<file path="config.mk">
export PLATFORM = sky130hd
export DESIGN_NAME = cfg_lut
export DESIGN_NICKNAME = d
export VERILOG_FILES = /design/src/rtl/cfg_lut_pkg.sv /design/src/rtl/cfg_lut_chain.sv /design/src/rtl/cfg_lut_mux.sv /design/src/rtl/cfg_lut.sv
export SDC_FILE = /design/constraint.sdc
export NUM_CORES = 1
export LEC_CHECK = 0
export BUFFER_PORTS_ARGS = -buffer_cell sky130_fd_sc_hd__buf_2
export CAP_MARGIN = 20
export CORE_MARGIN = 4
export CORE_UTILIZATION = 40
export CTS_CLUSTER_SIZE = 25
export DETAILED_ROUTE_END_ITERATION = 8
export SLEW_MARGIN = 0
export SYNTH_ARGS = -nofsm -noshare
export SYNTH_HDL_FRONTEND = slang
export SYNTH_SLANG_ARGS = --single-unit
export TNS_END_PERCENT = 10
</file>
<file path="constraint.sdc">
create_clock -name clk -period 2.3 [get_ports clk]
set_input_delay 0.23 -clock clk [delete_from_list [all_inputs] [get_ports clk]]
set_output_delay 0.23 -clock clk [all_outputs]
set_load 0.02 [all_outputs]
</file>
<file path="src/rtl/cfg_lut_pkg.sv">
package cfg_lut_pkg;
  typedef enum logic {
    LUT_FULL  = 1'b0,
    LUT_SPLIT = 1'b1
  } lut_mode_e;

  localparam int unsigned LUT_OUTS = 2;
endpackage

</file>
<file path="src/rtl/cfg_lut_chain.sv">
module cfg_lut_chain #(
  parameter int unsigned N_IN  = 6,
  localparam int unsigned DEPTH = 1 << N_IN
) (
  input  logic             clk,
  input  logic             rst_n,
  input  logic             shift_en,
  input  logic             shift_din,
  input  logic             wr_en,
  input  logic             wr_data,
  input  logic [N_IN-1:0]  wr_addr,
  output logic [DEPTH-1:0] bits_q
);
  logic [DEPTH-1:0] bits_d;

  always_comb begin
    bits_d = bits_q;
    if (shift_en) begin
      bits_d = {shift_din, bits_q[DEPTH-1:1]};
    end else if (wr_en) begin
      bits_d[wr_addr] = wr_data;
    end
  end

  always_ff @(posedge clk or negedge rst_n) begin
    if (!rst_n) begin
      bits_q <= '0;
    end else if (shift_en || wr_en) begin
      bits_q <= bits_d;
    end
  end
endmodule

</file>
<file path="src/rtl/cfg_lut_mux.sv">
module cfg_lut_mux
  import cfg_lut_pkg::*;
#(
  parameter int unsigned N_IN  = 6,
  localparam int unsigned DEPTH = 1 << N_IN
) (
  input  logic [DEPTH-1:0]    table_bits,
  input  logic [N_IN-1:0]     sel,
  input  lut_mode_e           mode,
  output logic [LUT_OUTS-1:0] out
);
  logic full_bit;
  assign full_bit = table_bits[sel];

  generate
    if (N_IN >= 2) begin : g_split
      logic lo_bit, hi_bit;
      assign lo_bit = table_bits[{1'b0, sel[N_IN-2:0]}];
      assign hi_bit = table_bits[{1'b1, sel[N_IN-2:0]}];
      always_comb begin
        if (mode == LUT_SPLIT) out = {hi_bit, lo_bit};
        else                   out = {1'b0, full_bit};
      end
    end else begin : g_nosplit
      assign out = {1'b0, full_bit};
    end
  endgenerate
endmodule

</file>
<file path="src/rtl/cfg_lut.sv">
module cfg_lut
  import cfg_lut_pkg::*;
#(
  parameter int unsigned N_IN = 6
) (
  input  logic            clk,
  input  logic            rst_n,
  input  logic            cfg_shift_en,
  input  logic            cfg_din,
  output logic            cfg_dout,
  input  logic            split_mode,
  input  logic            wr_en,
  input  logic            wr_data,
  input  logic [N_IN-1:0] sel,
  output logic [1:0]      lut_out
);
  localparam int unsigned DEPTH = 1 << N_IN;

  logic [1:0]       rst_sync_q;
  logic             rst_int_n;
  logic [DEPTH-1:0] table_q;
  lut_mode_e        mode;

  always_ff @(posedge clk or negedge rst_n) begin
    if (!rst_n) rst_sync_q <= 2'b00;
    else        rst_sync_q <= {rst_sync_q[0], 1'b1};
  end
  assign rst_int_n = rst_sync_q[1];
  assign mode      = lut_mode_e'(split_mode);

  cfg_lut_chain #(.N_IN(N_IN)) chain_i (
    .clk       (clk),
    .rst_n     (rst_int_n),
    .shift_en  (cfg_shift_en),
    .shift_din (cfg_din),
    .wr_en     (wr_en),
    .wr_data   (wr_data),
    .wr_addr   (sel),
    .bits_q    (table_q)
  );

  cfg_lut_mux #(.N_IN(N_IN)) mux_i (
    .table_bits (table_q),
    .sel        (sel),
    .mode       (mode),
    .out        (lut_out)
  );

  assign cfg_dout = table_q[0];

  assert_shift_entry_R2: assert property (@(posedge clk) disable iff (!rst_int_n)
    cfg_shift_en |=> table_q[DEPTH-1] == $past(cfg_din));

  assert_dout_follows_R5: assert property (@(posedge clk) disable iff (!rst_int_n)
    cfg_shift_en |=> cfg_dout == $past(table_q[1]));

  assert_hold_R4: assert property (@(posedge clk) disable iff (!rst_int_n)
    (!cfg_shift_en && !wr_en) |=> $stable(table_q));

  assert_write_R8: assert property (@(posedge clk) disable iff (!rst_int_n)
    (wr_en && !cfg_shift_en && sel == '0) |=> cfg_dout == $past(wr_data));

  assert_full_read_R7: assert property (@(posedge clk) disable iff (!rst_int_n)
    !split_mode |-> (lut_out[0] == table_q[sel] && !lut_out[1]));

  assert_split_read_R6: assert property (@(posedge clk) disable iff (!rst_int_n)
    split_mode |-> lut_out[1] == table_q[{1'b1, sel[N_IN-2:0]}]);
endmodule

</file>
==> results by stage <==
Outcome:
- The run finished, with violations left.
- The checks that failed: setup timing.

Job:
- The number of maximum-capacitance violations is 0.

Clock network:
- The clock tree from TritonCTS is built.
- The clock-pin slew of the registers on the worst-case setup and hold paths is ~0.08 ns.
- In this run the deepest clock path goes through 2 buffers.
- The tree is rooted in a sky130_fd_sc_hd__clkbuf_8.
- The clock network latency to the later pin of the worst-skew pair is 0.35 ns.
- The number of sinks on the clock net is between 60 and 70.
- TritonCTS created 9 clock buffers.
- The maximum level of the CTS H-tree is 3.

Timing:
- Setup repair after global routing could not meet its margin everywhere.
- The total setup violations reported at the end of the flow is 1.
- After layout, the worst setup slack is -0.007988 ns.
- The post-route fraction of the period consumed by the critical path is 1.003.
- Counting I/O delays and the setup requirement, the final critical path takes roughly 2.3 ns.
- The actual transition at the worst max-transition pin is about 0.62 ns.
- The maximum clock rate is about 0.43 GHz.
- The final hold violation count was 0.
- Between clock sinks in the finished design, the worst skew comes to 0.008869 ns.
- Adding up every negative setup slack in the final design gives -0.007988 ns.
- The max-slew violation count came to 0.
- The headroom to the max-slew limit is 0.5843.

Synth:
- Yosys attributes the largest share of cell area to sky130_fd_sc_hd__dfrtp_1 (41%), sky130_fd_sc_hd__mux2i_1 (18%), sky130_fd_sc_hd__o21ai_0 (8.1%).
- The Yosys step of the flow raised 0 warnings.
- After synthesis, the share of cell area in mux cells is 0.2533.
- The total of flip-flops plus latches after synthesis is 66.
- After synthesis, the most frequently instantiated cells are sky130_fd_sc_hd__nand2_1 (76), sky130_fd_sc_hd__mux2i_1 (72), sky130_fd_sc_hd__nor2_1 (67), sky130_fd_sc_hd__dfrtp_1 (66), sky130_fd_sc_hd__o21ai_0 (65).
- The dominant combinational cell family by area after synthesis is multiplexers.
- Among all flip-flop cells after synthesis, the most frequent one is sky130_fd_sc_hd__dfrtp_1.
- The number of nets handed over by synthesis was 453.
- In this run, distinct cell masters in the synthesized netlist total between 40 and 50.
- Of the total synthesized cell area, the portion taken by XOR and XNOR cells is 0.
- Of the total synthesized cell area, the portion taken by full adders, half adders and majority gates is 0.
- In this run the cell area of the synthesized design comes to roughly 4000 um2.
- The average instance in the mapped netlist occupies between 9 and 10 um2.
- The fraction of the mapped netlist area in compound gates was 0.1152.
- The simple logic cell fraction of the synthesized area is 0.1776.
- In this run, synthesis inferred 0 flip-flops with an integrated enable.
- The cell count after synthesis came out at 440.
- The share of the synthesized area in the top cell type is 0.4098.
- The sequential fraction of the synthesis area is 0.4098.
- By instance count, the leading cell after synthesis is sky130_fd_sc_hd__nand2_1.
- Of all flip-flops after synthesis, the portion carrying an async set or reset was 1.000.
- The largest area contributor in the netlist is sky130_fd_sc_hd__dfrtp_1.

Floorplan:
- From bottom edge to top edge, the die measures approximately 110 um.
- The I/O pin total is 16.
- The standard cell core area is 9774 um2.
- The area of the die is roughly 12000 um2.
- The initial utilization of the core area, before any placement, comes to 0.4123.
- The width of the die is ~110 um.
- The number of rows in the core area is 36.

Final layout:
- In the final layout, the multi-input gates occupy ~2200 um2.
- The total inserted antenna cells is 0.
- Compared with the post-synthesis result, the final layout area differs by 13.85%.
- The post-route standard cell area excluding fillers is about 4600 um2.
- The final cell count without fillers is 599.
- The count of filler cells inserted in the layout is 959.
- The sequential cells in the finished layout cover a total of roughly 1700 um2.
- The fraction of final layout cells sized beyond drive strength 1 is 0.1609.
- For this run, the post-layout net count is 474.

Worst setup path:
- Traced cell by cell, the critical path runs through mux4_2 > mux2i_1 > a221o_1 > o2bb2ai_1 > a211o_1 > buf_6.
- Among all stages on the critical path, the largest delay is contributed by sky130_fd_sc_hd__mux4_2.
- The path type of the worst setup path is reg2out.
- The critical-path maximum fanout is 2.
- The nature of the critical path startpoint is a register.
- Setup slack on the worst reg-to-reg path comes out at between 1 and 1.5 ns.
- The endpoint identified for the worst register-to-register timing path is chain_i.bits_q[2]$_DFFE_PN0P_.
- STA classifies the critical path endpoint as an output port.
- The cell family contributing the most delay on the critical path is multiplexers.
- The most critical setup path has its startpoint at chain_i.bits_q[5]$_DFFE_PN0P_.
- Together, buffers and inverters on the worst path number 1.
- Data on the critical path is required at its endpoint by ~2.1 ns.
- The worst register-to-register path has a depth of 4.
- The maximum cell stage delay along the critical path is roughly 0.46 ns.
- The launching point of the worst reg2reg path is chain_i.bits_q[2]$_DFFE_PN0P_.
- The number of cells on the critical path is 6.
- Data on the critical path arrives at its endpoint at around 2.1 ns.

Global routing:
- The sum of overflow across all layers after global routing is 0.
- The number of global-route vias before repair is roughly 3200.
- The initial antenna violation count came to 0.
- For this run, the total global-route usage over all layers was measured as 0.1838.
- The global-route wire length before repair is between 15000 and 20000 um.
- Entering global routing, the biggest net connects between 50 and 60 pins.

Min path:
- The worst hold path begins at cfg_din.
- The min-delay analysis places its worst path in the category in2reg.
- The number of stages on the worst hold path is 3.
- The worst hold path terminates at chain_i.bits_q[63]$_DFFE_PN0P_.

Place:
- Counting tap cells, the placed design contains a total of 570 instances.
- In this run the cell area measured after placement is ~4200 um2.
- The weighted congestion at the end of routability-driven global placement is about 0.88.
- The count of buffers from port buffering is 15.
- The sum of net half-perimeters after detailed placement is 6392 um.

Detailed routing:
- After detailed routing, the number of remaining DRC violations is 0.
- Wires add up to a little under 10000 um.
- The post-detailed-route via-to-cell ratio is 5.389.
- The detail route stage leaves a number of antenna-violating nets equal to 0.
- The number of optimization iterations in the first detailed-route pass is 5.
- Summing over every cut layer, the via total after detailed routing is ~3200.
- The first routing iteration left approximately 270 violations.
- The wire length per cell after detailed routing is roughly 17 um.

Power and ir drop:
- The analysis attributes to cell leakage a power of between 1.5 and 2 nW.
- The total power divided by cell area is between 700 and 800 nW/um2.
- The maximum resistive drop on vdd is 0.4430 mV.
[state kept, by name (all words and copies together), names as in the netlist]
name and cells:
chain_i.bits_q 64, rst_sync_q 2
[area by class of cell]
| type | count | area share |
|---|---|---|
| sequential | 66 | 0.3602 |
| inverter | 2 | 0.001636 |
| clock inverter | 6 | 0.02509 |
| timing repair buffer | 42 | 0.06927 |
| tap | 133 | 0.03627 |
| clock buffer | 10 | 0.02782 |
| multi-input combinational | 340 | 0.4797 |
[logic make-up after synthesis]
kind of cell / after synthesis
other: 1
AO/OA/AOI/OAI: 83
multiplexers: 87
AND/OR/NAND/NOR: 169
buffers and inverters: 34
flip-flops: 66
[power breakdown]
part / leakage [nW] / internal [W] / switching [W]
Combinational: 0.730 / 0.000298 / 0.000317
Clock: 0.117 / 0.000724 / 0.000482
Sequential: 0.890 / 0.00135 / 0.000157
Total: 1.74 / 0.00237 / 0.000957
[cells in the final DEF, fill, tap and decap left out, types with 3 or more instances in the layout]
| master | netlist | layout |
|---|---|---|
| sky130_fd_sc_hd__a31oi_1 | 3 | 3 |
| sky130_fd_sc_hd__buf_2 | 3 | 13 |
| sky130_fd_sc_hd__buf_4 | 3 | 24 |
| sky130_fd_sc_hd__bufinv_16 | 0 | 3 |
| sky130_fd_sc_hd__clkbuf_8 | 0 | 9 |
| sky130_fd_sc_hd__dfrtp_1 | 66 | 65 |
| sky130_fd_sc_hd__mux2_2 | 4 | 4 |
| sky130_fd_sc_hd__mux2i_1 | 72 | 72 |
| sky130_fd_sc_hd__mux4_2 | 5 | 9 |
| sky130_fd_sc_hd__nand2_1 | 76 | 76 |
| sky130_fd_sc_hd__nand2b_1 | 4 | 4 |
| sky130_fd_sc_hd__nand3_1 | 5 | 5 |
| sky130_fd_sc_hd__nand3b_1 | 4 | 4 |
| sky130_fd_sc_hd__nor2_1 | 67 | 67 |
| sky130_fd_sc_hd__nor2b_1 | 4 | 4 |
| sky130_fd_sc_hd__o21ai_0 | 65 | 65 |
[timing repair]
| action | in CTS | in global routing |
|---|---|---|
| hold buffers | 1 | 0 |
| gates resized for setup | 8 | 1 |
| endpoints found under the setup margin | 2 | 2 |
| setup buffers | 12 | 0 |
| endpoints found under the hold margin | 2 | 0 |
| pin swaps | 4 | 0 |
[routing by layer]
metal / up-vias / GRT usage / share of wire
met3: 19 / 0.04119 / 0.063
met1: 1557 / 0.2577 / 0.47
met2: 84 / 0.2704 / 0.44
met5: - / 0 / 0
met4: 0 / 0.08476 / 0.020
li1: 1568 / - / -
[metrics by stage]
stage	hold slack [ns]	util	setup slack, ns	power, W
after floorplan	-0.06559	-	0.3261	0.001905
after global placement	0.01687	0.4337	0.01300	0.002061
after detailed placement	0.01897	0.4337	0.004762	0.002076
after CTS	0.09533	0.4690	-0.03014	0.003357
after global routing	0.1279	0.4694	-0.09570	0.003514
final	0.1023	0.4694	-0.007988	0.003327
[how the worst max path moves through the flow]
stage | end | slack (ns)
floorplan | chain_i.bits_q[0]$_DFFE_PN0P_ | 0.33
global placement | lut_out[0] | 0.01
detailed placement | lut_out[0] | 0.005
CTS | lut_out[0] | -0.03
global route | lut_out[0] | -0.1
finish | lut_out[0] | -0.008
[worst reg2reg max path: stages (launching register included)]
cell and delay, ns:
sky130_fd_sc_hd__dfrtp_1 0.40, sky130_fd_sc_hd__buf_4 0.14, sky130_fd_sc_hd__buf_4 0.13, sky130_fd_sc_hd__mux2i_1 0.10, sky130_fd_sc_hd__o21ai_0 0.09
Note: power is estimated with default switching activity, not from simulation.
